$ cat src/rtl/wdog_pkg.sv
package wdog_pkg;

  typedef enum logic [2:0] {
    WD_IDLE  = 3'd0,
    WD_START = 3'd1,
    WD_RUN   = 3'd2,
    WD_FLAG  = 3'd3,
    WD_PULSE = 3'd4
  } wd_state_e;

  function automatic int unsigned max3(int unsigned a, int unsigned b, int unsigned c);
    int unsigned m;
    m = (a > b) ? a : b;
    return (m > c) ? m : c;
  endfunction

endpackage

$ cat src/rtl/wdog_kick_sync.sv
module wdog_kick_sync #(
  parameter int unsigned STAGES = 2
) (
  input  logic clk,
  input  logic rst_n,
  input  logic kick_async,
  output logic kick_edge
);

  logic [STAGES-1:0] sync_q;
  logic              last_q;
  logic [STAGES-1:0] sync_d;

  generate
    if (STAGES == 1) begin : g_one
      assign sync_d = kick_async;
    end else begin : g_many
      assign sync_d = {sync_q[STAGES-2:0], kick_async};
    end
  endgenerate

  always_ff @(posedge clk or negedge rst_n) begin
    if (!rst_n) begin
      sync_q <= '0;
      last_q <= 1'b0;
    end else begin
      sync_q <= sync_d;
      last_q <= sync_q[STAGES-1];
    end
  end

  assign kick_edge = sync_q[STAGES-1] ^ last_q;

endmodule

$ cat src/rtl/wdog_gate.sv
module wdog_gate (
  input  logic cfg_indep,
  input  logic pwr_ok,
  input  logic seq_done,
  input  logic enable,
  input  logic sysrst_req,
  output logic active
);

  logic seq_ok;

  always_comb begin
    seq_ok = cfg_indep | seq_done;
    active = pwr_ok & enable & ~sysrst_req & seq_ok;
  end

endmodule

$ cat src/rtl/wdog_core.sv
module wdog_core
  import wdog_pkg::*;
#(
  parameter int unsigned START_CYC     = 1000000,
  parameter int unsigned WD_CYC        = 100000,
  parameter int unsigned RST_CYC       = 20000,
  parameter int unsigned WDO_PULSE_CYC = 100
) (
  input  logic clk,
  input  logic rst_n,
  input  logic active,
  input  logic kick,
  input  logic cfg_start_en,
  input  logic cfg_rst_out_en,
  output logic wdo_n,
  output logic wd_rst_n
);

  localparam int unsigned MAXC = max3(START_CYC, WD_CYC, RST_CYC);
  localparam int unsigned CW   = (MAXC < 2) ? 1 : $clog2(MAXC);
  localparam logic [CW-1:0] ST_LAST = CW'(START_CYC - 1);
  localparam logic [CW-1:0] WD_LAST = CW'(WD_CYC - 1);
  localparam logic [CW-1:0] RC_LAST = CW'(RST_CYC - 1);
  localparam logic [CW-1:0] WP_LEN  = CW'(WDO_PULSE_CYC);

  wd_state_e     st_q, st_d;
  logic [CW-1:0] cnt_q, cnt_d;
  wd_state_e     expire_st;

  assign expire_st = cfg_rst_out_en ? WD_PULSE : WD_FLAG;

  always_comb begin
    st_d  = st_q;
    cnt_d = cnt_q;
    if (!active) begin
      st_d  = WD_IDLE;
      cnt_d = '0;
    end else begin
      case (st_q)
        WD_IDLE: begin
          st_d  = cfg_start_en ? WD_START : WD_RUN;
          cnt_d = '0;
        end
        WD_START: begin
          if (kick) begin
            st_d  = WD_RUN;
            cnt_d = '0;
          end else if (cnt_q == ST_LAST) begin
            st_d  = expire_st;
            cnt_d = '0;
          end else begin
            cnt_d = cnt_q + 1'b1;
          end
        end
        WD_RUN: begin
          if (kick) begin
            cnt_d = '0;
          end else if (cnt_q == WD_LAST) begin
            st_d  = expire_st;
            cnt_d = '0;
          end else begin
            cnt_d = cnt_q + 1'b1;
          end
        end
        WD_FLAG: begin
          if (kick) begin
            st_d  = WD_RUN;
            cnt_d = '0;
          end
        end
        WD_PULSE: begin
          if (cnt_q == RC_LAST) begin
            st_d  = WD_IDLE;
            cnt_d = '0;
          end else begin
            cnt_d = cnt_q + 1'b1;
          end
        end
        default: begin
          st_d  = WD_IDLE;
          cnt_d = '0;
        end
      endcase
    end
  end

  always_ff @(posedge clk or negedge rst_n) begin
    if (!rst_n) begin
      st_q  <= WD_IDLE;
      cnt_q <= '0;
    end else begin
      st_q  <= st_d;
      cnt_q <= cnt_d;
    end
  end

  always_comb begin
    wdo_n    = 1'b1;
    wd_rst_n = 1'b1;
    if (st_q == WD_FLAG) begin
      wdo_n = 1'b0;
    end
    if (st_q == WD_PULSE) begin
      wd_rst_n = 1'b0;
      wdo_n    = ~(cnt_q < WP_LEN);
    end
  end

endmodule

$ cat src/rtl/wdog_supervisor.sv
module wdog_supervisor #(
  parameter int unsigned START_CYC     = 1000000,
  parameter int unsigned WD_CYC        = 100000,
  parameter int unsigned RST_CYC       = 20000,
  parameter int unsigned WDO_PULSE_CYC = 100,
  parameter int unsigned SYNC_STAGES   = 2
) (
  input  logic clk,
  input  logic rst_n,
  input  logic cfg_indep,
  input  logic cfg_start_en,
  input  logic cfg_rst_out_en,
  input  logic pwr_ok,
  input  logic seq_done,
  input  logic enable,
  input  logic sysrst_req,
  input  logic kick_in,
  output logic wdo_n,
  output logic wd_rst_n
);

  logic kick_edge;
  logic active;

  wdog_kick_sync #(
    .STAGES(SYNC_STAGES)
  ) u_sync (
    .clk       (clk),
    .rst_n     (rst_n),
    .kick_async(kick_in),
    .kick_edge (kick_edge)
  );

  wdog_gate u_gate (
    .cfg_indep (cfg_indep),
    .pwr_ok    (pwr_ok),
    .seq_done  (seq_done),
    .enable    (enable),
    .sysrst_req(sysrst_req),
    .active    (active)
  );

  wdog_core #(
    .START_CYC    (START_CYC),
    .WD_CYC       (WD_CYC),
    .RST_CYC      (RST_CYC),
    .WDO_PULSE_CYC(WDO_PULSE_CYC)
  ) u_core (
    .clk           (clk),
    .rst_n         (rst_n),
    .active        (active),
    .kick          (kick_edge),
    .cfg_start_en  (cfg_start_en),
    .cfg_rst_out_en(cfg_rst_out_en),
    .wdo_n         (wdo_n),
    .wd_rst_n      (wd_rst_n)
  );

endmodule

$ cat config.mk
export PLATFORM = sky130hd
export DESIGN_NAME = wdog_supervisor
export DESIGN_NICKNAME = d
export VERILOG_FILES = /design/src/rtl/wdog_pkg.sv /design/src/rtl/wdog_kick_sync.sv /design/src/rtl/wdog_gate.sv /design/src/rtl/wdog_core.sv /design/src/rtl/wdog_supervisor.sv
export SDC_FILE = /design/constraint.sdc
export NUM_CORES = 1
export LEC_CHECK = 0
export CAP_MARGIN = 0
export CORE_AREA = 2 2 51 88
export CTS_CLUSTER_DIAMETER = 200
export CTS_CLUSTER_SIZE = 8
export DETAILED_ROUTE_END_ITERATION = 7
export DIE_AREA = 0 0 53 90
export DONT_BUFFER_PORTS = 1
export HOLD_SLACK_MARGIN = 0.05
export PLACE_DENSITY_LB_ADDON = 0.25
export RECOVER_POWER = 50
export SKIP_CTS_REPAIR_TIMING = 1
export SLEW_MARGIN = 15
export SYNTH_ARGS = -nofsm -noshare
export SYNTH_HDL_FRONTEND = slang
export SYNTH_SLANG_ARGS = --single-unit
$ cat constraint.sdc
create_clock -name clk -period 6 [get_ports clk]
set_input_delay 1.5 -clock clk [delete_from_list [all_inputs] [get_ports clk]]
set_output_delay 1.5 -clock clk [all_outputs]
set_load 0.005 [all_outputs]
* Word level (Yosys, flattened, before mapping)
Cells that the tools add are included.
Widths: inputs -> output; s select.
** Cells by class
- Reductions and logical operators :: 2
- Add/subtract/negate cells :: 1
- Bitwise logic cells :: 7
- Magnitude comparators :: 1
- Equality and inequality tests :: 12
- Muxes and demuxes :: 21
** Operators with widths (number)
- $mux 20 :: 7
- $pmux 20 s4 :: 1
- $mux 3 :: 8
- $add 20x1->20 const B :: 1
- $eq 20x15->1 const B :: 1
- $eq 20x17->1 const B :: 1
- $eq 20x20->1 const B :: 1
- $lt 20x7->1 const B :: 1
- $pmux 3 s5 :: 1
- $ne 3x3->1 const B :: 4
- $eq 3x2->1 const B :: 2
- $reduce_and 5->1 :: 1
- $ne 4x4->1 const B :: 1
- $and 1x1->1 :: 3
- $eq 3x1->1 const B :: 1
- $eq 3x3->1 const B :: 1
- $logic_not 3->1 :: 1
- $mux 1 :: 3
- $mux 2 :: 1
- $not 1->1 :: 2
- $or 1x1->1 :: 1
- $xor 1x1->1 :: 1
** Storage, ports and cells
- Register bits :: 26
- Logic and storage cells :: 48
- Output and inout bits :: 2

* Logic depth before layout (Yosys ltp)
- Depth in word-level cells :: 5
- Gate-level depth with buffers :: 9
- Gate-level depth less buffers :: 7

* Cells and area by module
Synthesis repeated with hierarchy kept, for this count alone.
** Unflattened totals
- Cells, all modules :: 215
- Area, all modules :: 1796.7 µm²
** Modules (own cells, without submodules)
- wdog_core :: instances 1, cells each 208, area each 1695.4 µm²
- wdog_kick_sync :: instances 1, cells each 4, area each 83.8 µm²
- wdog_gate :: instances 1, cells each 3, area each 17.5 µm²

* Worst setup path before layout
No wires, ideal clock.
- Kind :: input to register
- Start :: input port seq_done
- End :: register u_core.cnt_q[18]
- Data required time :: 5881 ps
- Setup slack :: 3104 ps
- Cell stages on the path :: 7
- Buffers on the path :: 1
- Arrival :: 2777 ps
- Path through :: nor2_1 > or3_1 > nor3_2 > buf_2 > nor4_1 > xnor2_1 > nor2_2
** On the way
- Longest elaborated chain between the ends :: 3
- Elaborated cells between the ends (all ways) :: 4
** RTL lines
- start: declaration :: line wdog_supervisor.sv:14 : input logic seq_done,
- $or 1x1->1 * :: line wdog_gate.sv:13 : seq_ok = cfg_indep | seq_done;
- $and 1x1->1 * :: line wdog_gate.sv:14 : active = pwr_ok & enable & ~sysrst_req & seq_ok;
- $ne 3x3->1 (no line) or $mux 20 (tied branches)
- end signal: assignment :: line wdog_core.sv:93 : cnt_q <= cnt_d;
- end: declaration :: line wdog_core.sv:27 : logic [CW-1:0] cnt_q, cnt_d;
Mark *: on every way between the ends. The rest lies on a longest branch, timed or not.
A chain may end at the register's enable or synchronous reset.

* Worst setup path in the final report
- Start :: register u_core.cnt_q[18]
- End :: output port wdo_n
** On the way
- Longest elaborated chain between the ends :: 3
** RTL lines
- $lt 20x7->1 :: line wdog_core.sv:105 : wdo_n = ~(cnt_q < WP_LEN);
- $not 1->1 :: line wdog_core.sv:105
- $mux 1 :: line wdog_core.sv:103 : if (st_q == WD_PULSE) begin
- end: declaration :: line wdog_supervisor.sv:18 : output logic wdo_n,
Every way passes these cells.

==> metrics.cfg <==
[routing]
drt-total-wl_um=3609
first_pass_iters=4
wl_per_cell_um=15.97
viasPerCell=5.765
drt_iter0_drc=50
vias=1303
drc=0
ant_nets=0

[global_route]
grt_busiest_layer=met2
use_met1=0.1688
grt_pass1_vias=1323
gr-usage-met2=0.3240
grt_max_degree=27
antenna_found_initial=0
gr-total-overflow=0
grt_util_all_layers=0.1698
grt_use_met3=0.01993
grt_pass1_wl_um=6044

[worst_setup_path]
r2r_start=u_core.st_q[0]$_DFFE_PN0P_
end_kind=primary output
crit_start=u_core.cnt_q[18]$_DFFE_PN0P_
cp.required_ns=4.50
start_kind=flip-flop
path_max_fanout=4
reg2reg_depth=6
crit_type=reg -> out
cp.arrival_ns=1.64

[power_and_ir_drop]
clkPwrFrac=0.384
ir_worst_vdd_uv=84.18
total_power_uw=305.3
p_int_uw=239.2
pwr-share-seq=0.584
p_switching_uw=66.13
powerDensity_mw_per_mm2=178.9
swShare=0.2166
p_leak_nw=0.6145
combPwrFrac=0.032

[timing]
period_needed_ns=3.143
period_share=0.5239
fmax_mhz=318.1
finClkSkew_ns=0.002253
tightest_slew_ns=0.9170
slew_headroom=0.3853
setup_tns_ns=0
rsz0062_at_grt=no
report.final.slew_viol_count=0
hold_viol_final=0
setup_violations=0

[yosys]
synth_common_cells=26 x dfrtp_1, 20 x nor2_1, 16 x xnor2_1
synth_ff_type=dfrtp_1
synthCells=179
ys_warn_count=0
syn_nets=190
yosysTopAreaCellShare=0.3976
synth-async-reset-ratio=1.000
synth_area_leaders=dfrtp_1 40%, xnor2_1 8.6%, nor2_1 4.6%
synth_area_mm2=0.001637
synth-edff-count=0
ys_ff_latch=26
synth.most_common_cell=dfrtp_1
seq_area_frac_synth=0.3976
synth_cell_types=44
avgSynthCellArea_um2=9.143
synth_top_area_cell=dfrtp_1

[finish]
diodes=0
regArea_um2=650.6
multiInputGateArea_um2=905.9
n_fill_cell=422
finalNetCount=189
layout-drive-gt1-share=0.1299
area_growth_syn_to_layout_pct=4.282

[floorplanning]
core-area_mm2=0.004073
pin_count=12
initial_core_util=0.4018
die-height_um=90
die_w_um=53
die-area_mm2=0.004770
rows=31

[clock_tree]
cts_tree=built
numCtsBuffers=3
cts_max_level=1
clockRootBuffer=clkbuf_8
clock_path_buffers=2
clkSinkCount=26
clk_latency_ns=0.28
clkSlewWorstSetupHoldPaths_ns=0.09

[placed_design]
port_buffers=0
routabilityCongestion=0.8526
dp_hpwl_um=2743

[flow_run]
max_cap_violations=0

[status]
status=finished, final reports clean

[worst_hold_path]
hold_start=u_sync.sync_q[0]$_DFF_PN0_
hp-class=reg -> reg
worstHoldPathCells=0

[stage by stage]
step                hold slack (ns)    util  cell area, um2  setup slack [ns]  cells
floorplan                    0.3312       -            1637             3.104    179
detailed placement           0.3379  0.4055            1652             2.691    222
global route                 0.3803  0.4190            1707             2.742    226
finish                       0.3569  0.4190            1707             2.857    226
CTS                          0.3592  0.4190            1707             2.846    226
global placement             0.3339  0.4055            1652             2.769    222
[state kept, by name, indices dropped and copies added (netlist names)]
name / cells
u_core.cnt_q: 20
u_core.st_q: 3
u_sync.last_q: 1
u_sync.sync_q: 2
[final timing paths]
| path | end | slack (ns) |
|---|---|---|
| worst max-delay path | wdo_n | 2.86 |
| worst min-delay path | u_sync.sync_q[1]$_DFF_PN0_ | 0.36 |
| worst max register to register | u_core.cnt_q[13]$_DFFE_PN0P_ | 3.61 |
| worst min register to register | u_sync.sync_q[1]$_DFF_PN0_ | 0.36 |
| max in group asynchronous | u_core.cnt_q[8]$_DFFE_PN0P_ | 5.02 |
| min in group asynchronous | u_core.st_q[1]$_DFFE_PN0P_ | 0.91 |
[metal layers]
metal / up-vias / routed length [um] / share of wire
li1: 630 / - / -
met1: 634 / 1374 / 0.38
met2: 32 / 2028 / 0.56
met3: 7 / 117 / 0.032
met4: 0 / 88 / 0.024
met5: - / 0 / 0
[critical path, cell delays in order (launching register included)]
cell and delay, ns:
dfrtp_1 0.43, nor3_1 0.31, nand3_1 0.20, nor4_1 0.29, a22oi_1 0.14
[power by group through the flow]
stage	sequential [mW]	combinational [mW]	clock [mW]
3_5_place_dp	0.182	0.00966	0
3_3_place_gp	0.182	0.00919	0
2_1_floorplan	0.181	0.00866	0
6_report	0.178	0.00972	0.117
5_1_grt	0.179	0.0106	0.128
4_1_cts	0.178	0.00971	0.119
[kinds of logic (layout without fill, tap and decap cells)]
kind of cell / count (synthesis) / count (layout) / synth area share
flops: 26 / 26 / 0.3976
simple gates: 94 / 94 / 0.3158
mux: 5 / 5 / 0.03058
compound gates: 20 / 20 / 0.1032
fa+ha+maj: 1 / 1 / 0.007644
buf+inv: 15 / 13 / 0.04893
xor+xnor: 18 / 18 / 0.09633
[cell usage in the layout (no fill, tap or decap), types with 2 or more instances in the layout]
| cell | n |
|---|---|
| a211o_1 | 2 |
| o31ai_1 | 2 |
| inv_1 | 9 |
| dfrtp_1 | 26 |
| xor2_1 | 2 |
| and3_1 | 2 |
| nand4_1 | 3 |
| nor2_1 | 20 |
| xnor2_1 | 16 |
| mux2i_1 | 5 |
| nand3_1 | 14 |
| o21ai_0 | 3 |
| clkbuf_8 | 4 |
| o22ai_1 | 2 |
| nor3_1 | 10 |
| nand2_1 | 14 |
| nor2_2 | 10 |
| nor4_1 | 7 |
| or4_1 | 2 |
| a31oi_1 | 2 |
[final cells by class]
type | instances | area share
tap | 49 | 0.03592
sequential | 26 | 0.3812
clock buffer | 4 | 0.03226
multi-input combinational | 138 | 0.5308
inverter | 9 | 0.01979
No activity file was read; power rests on OpenSTA's default activity.
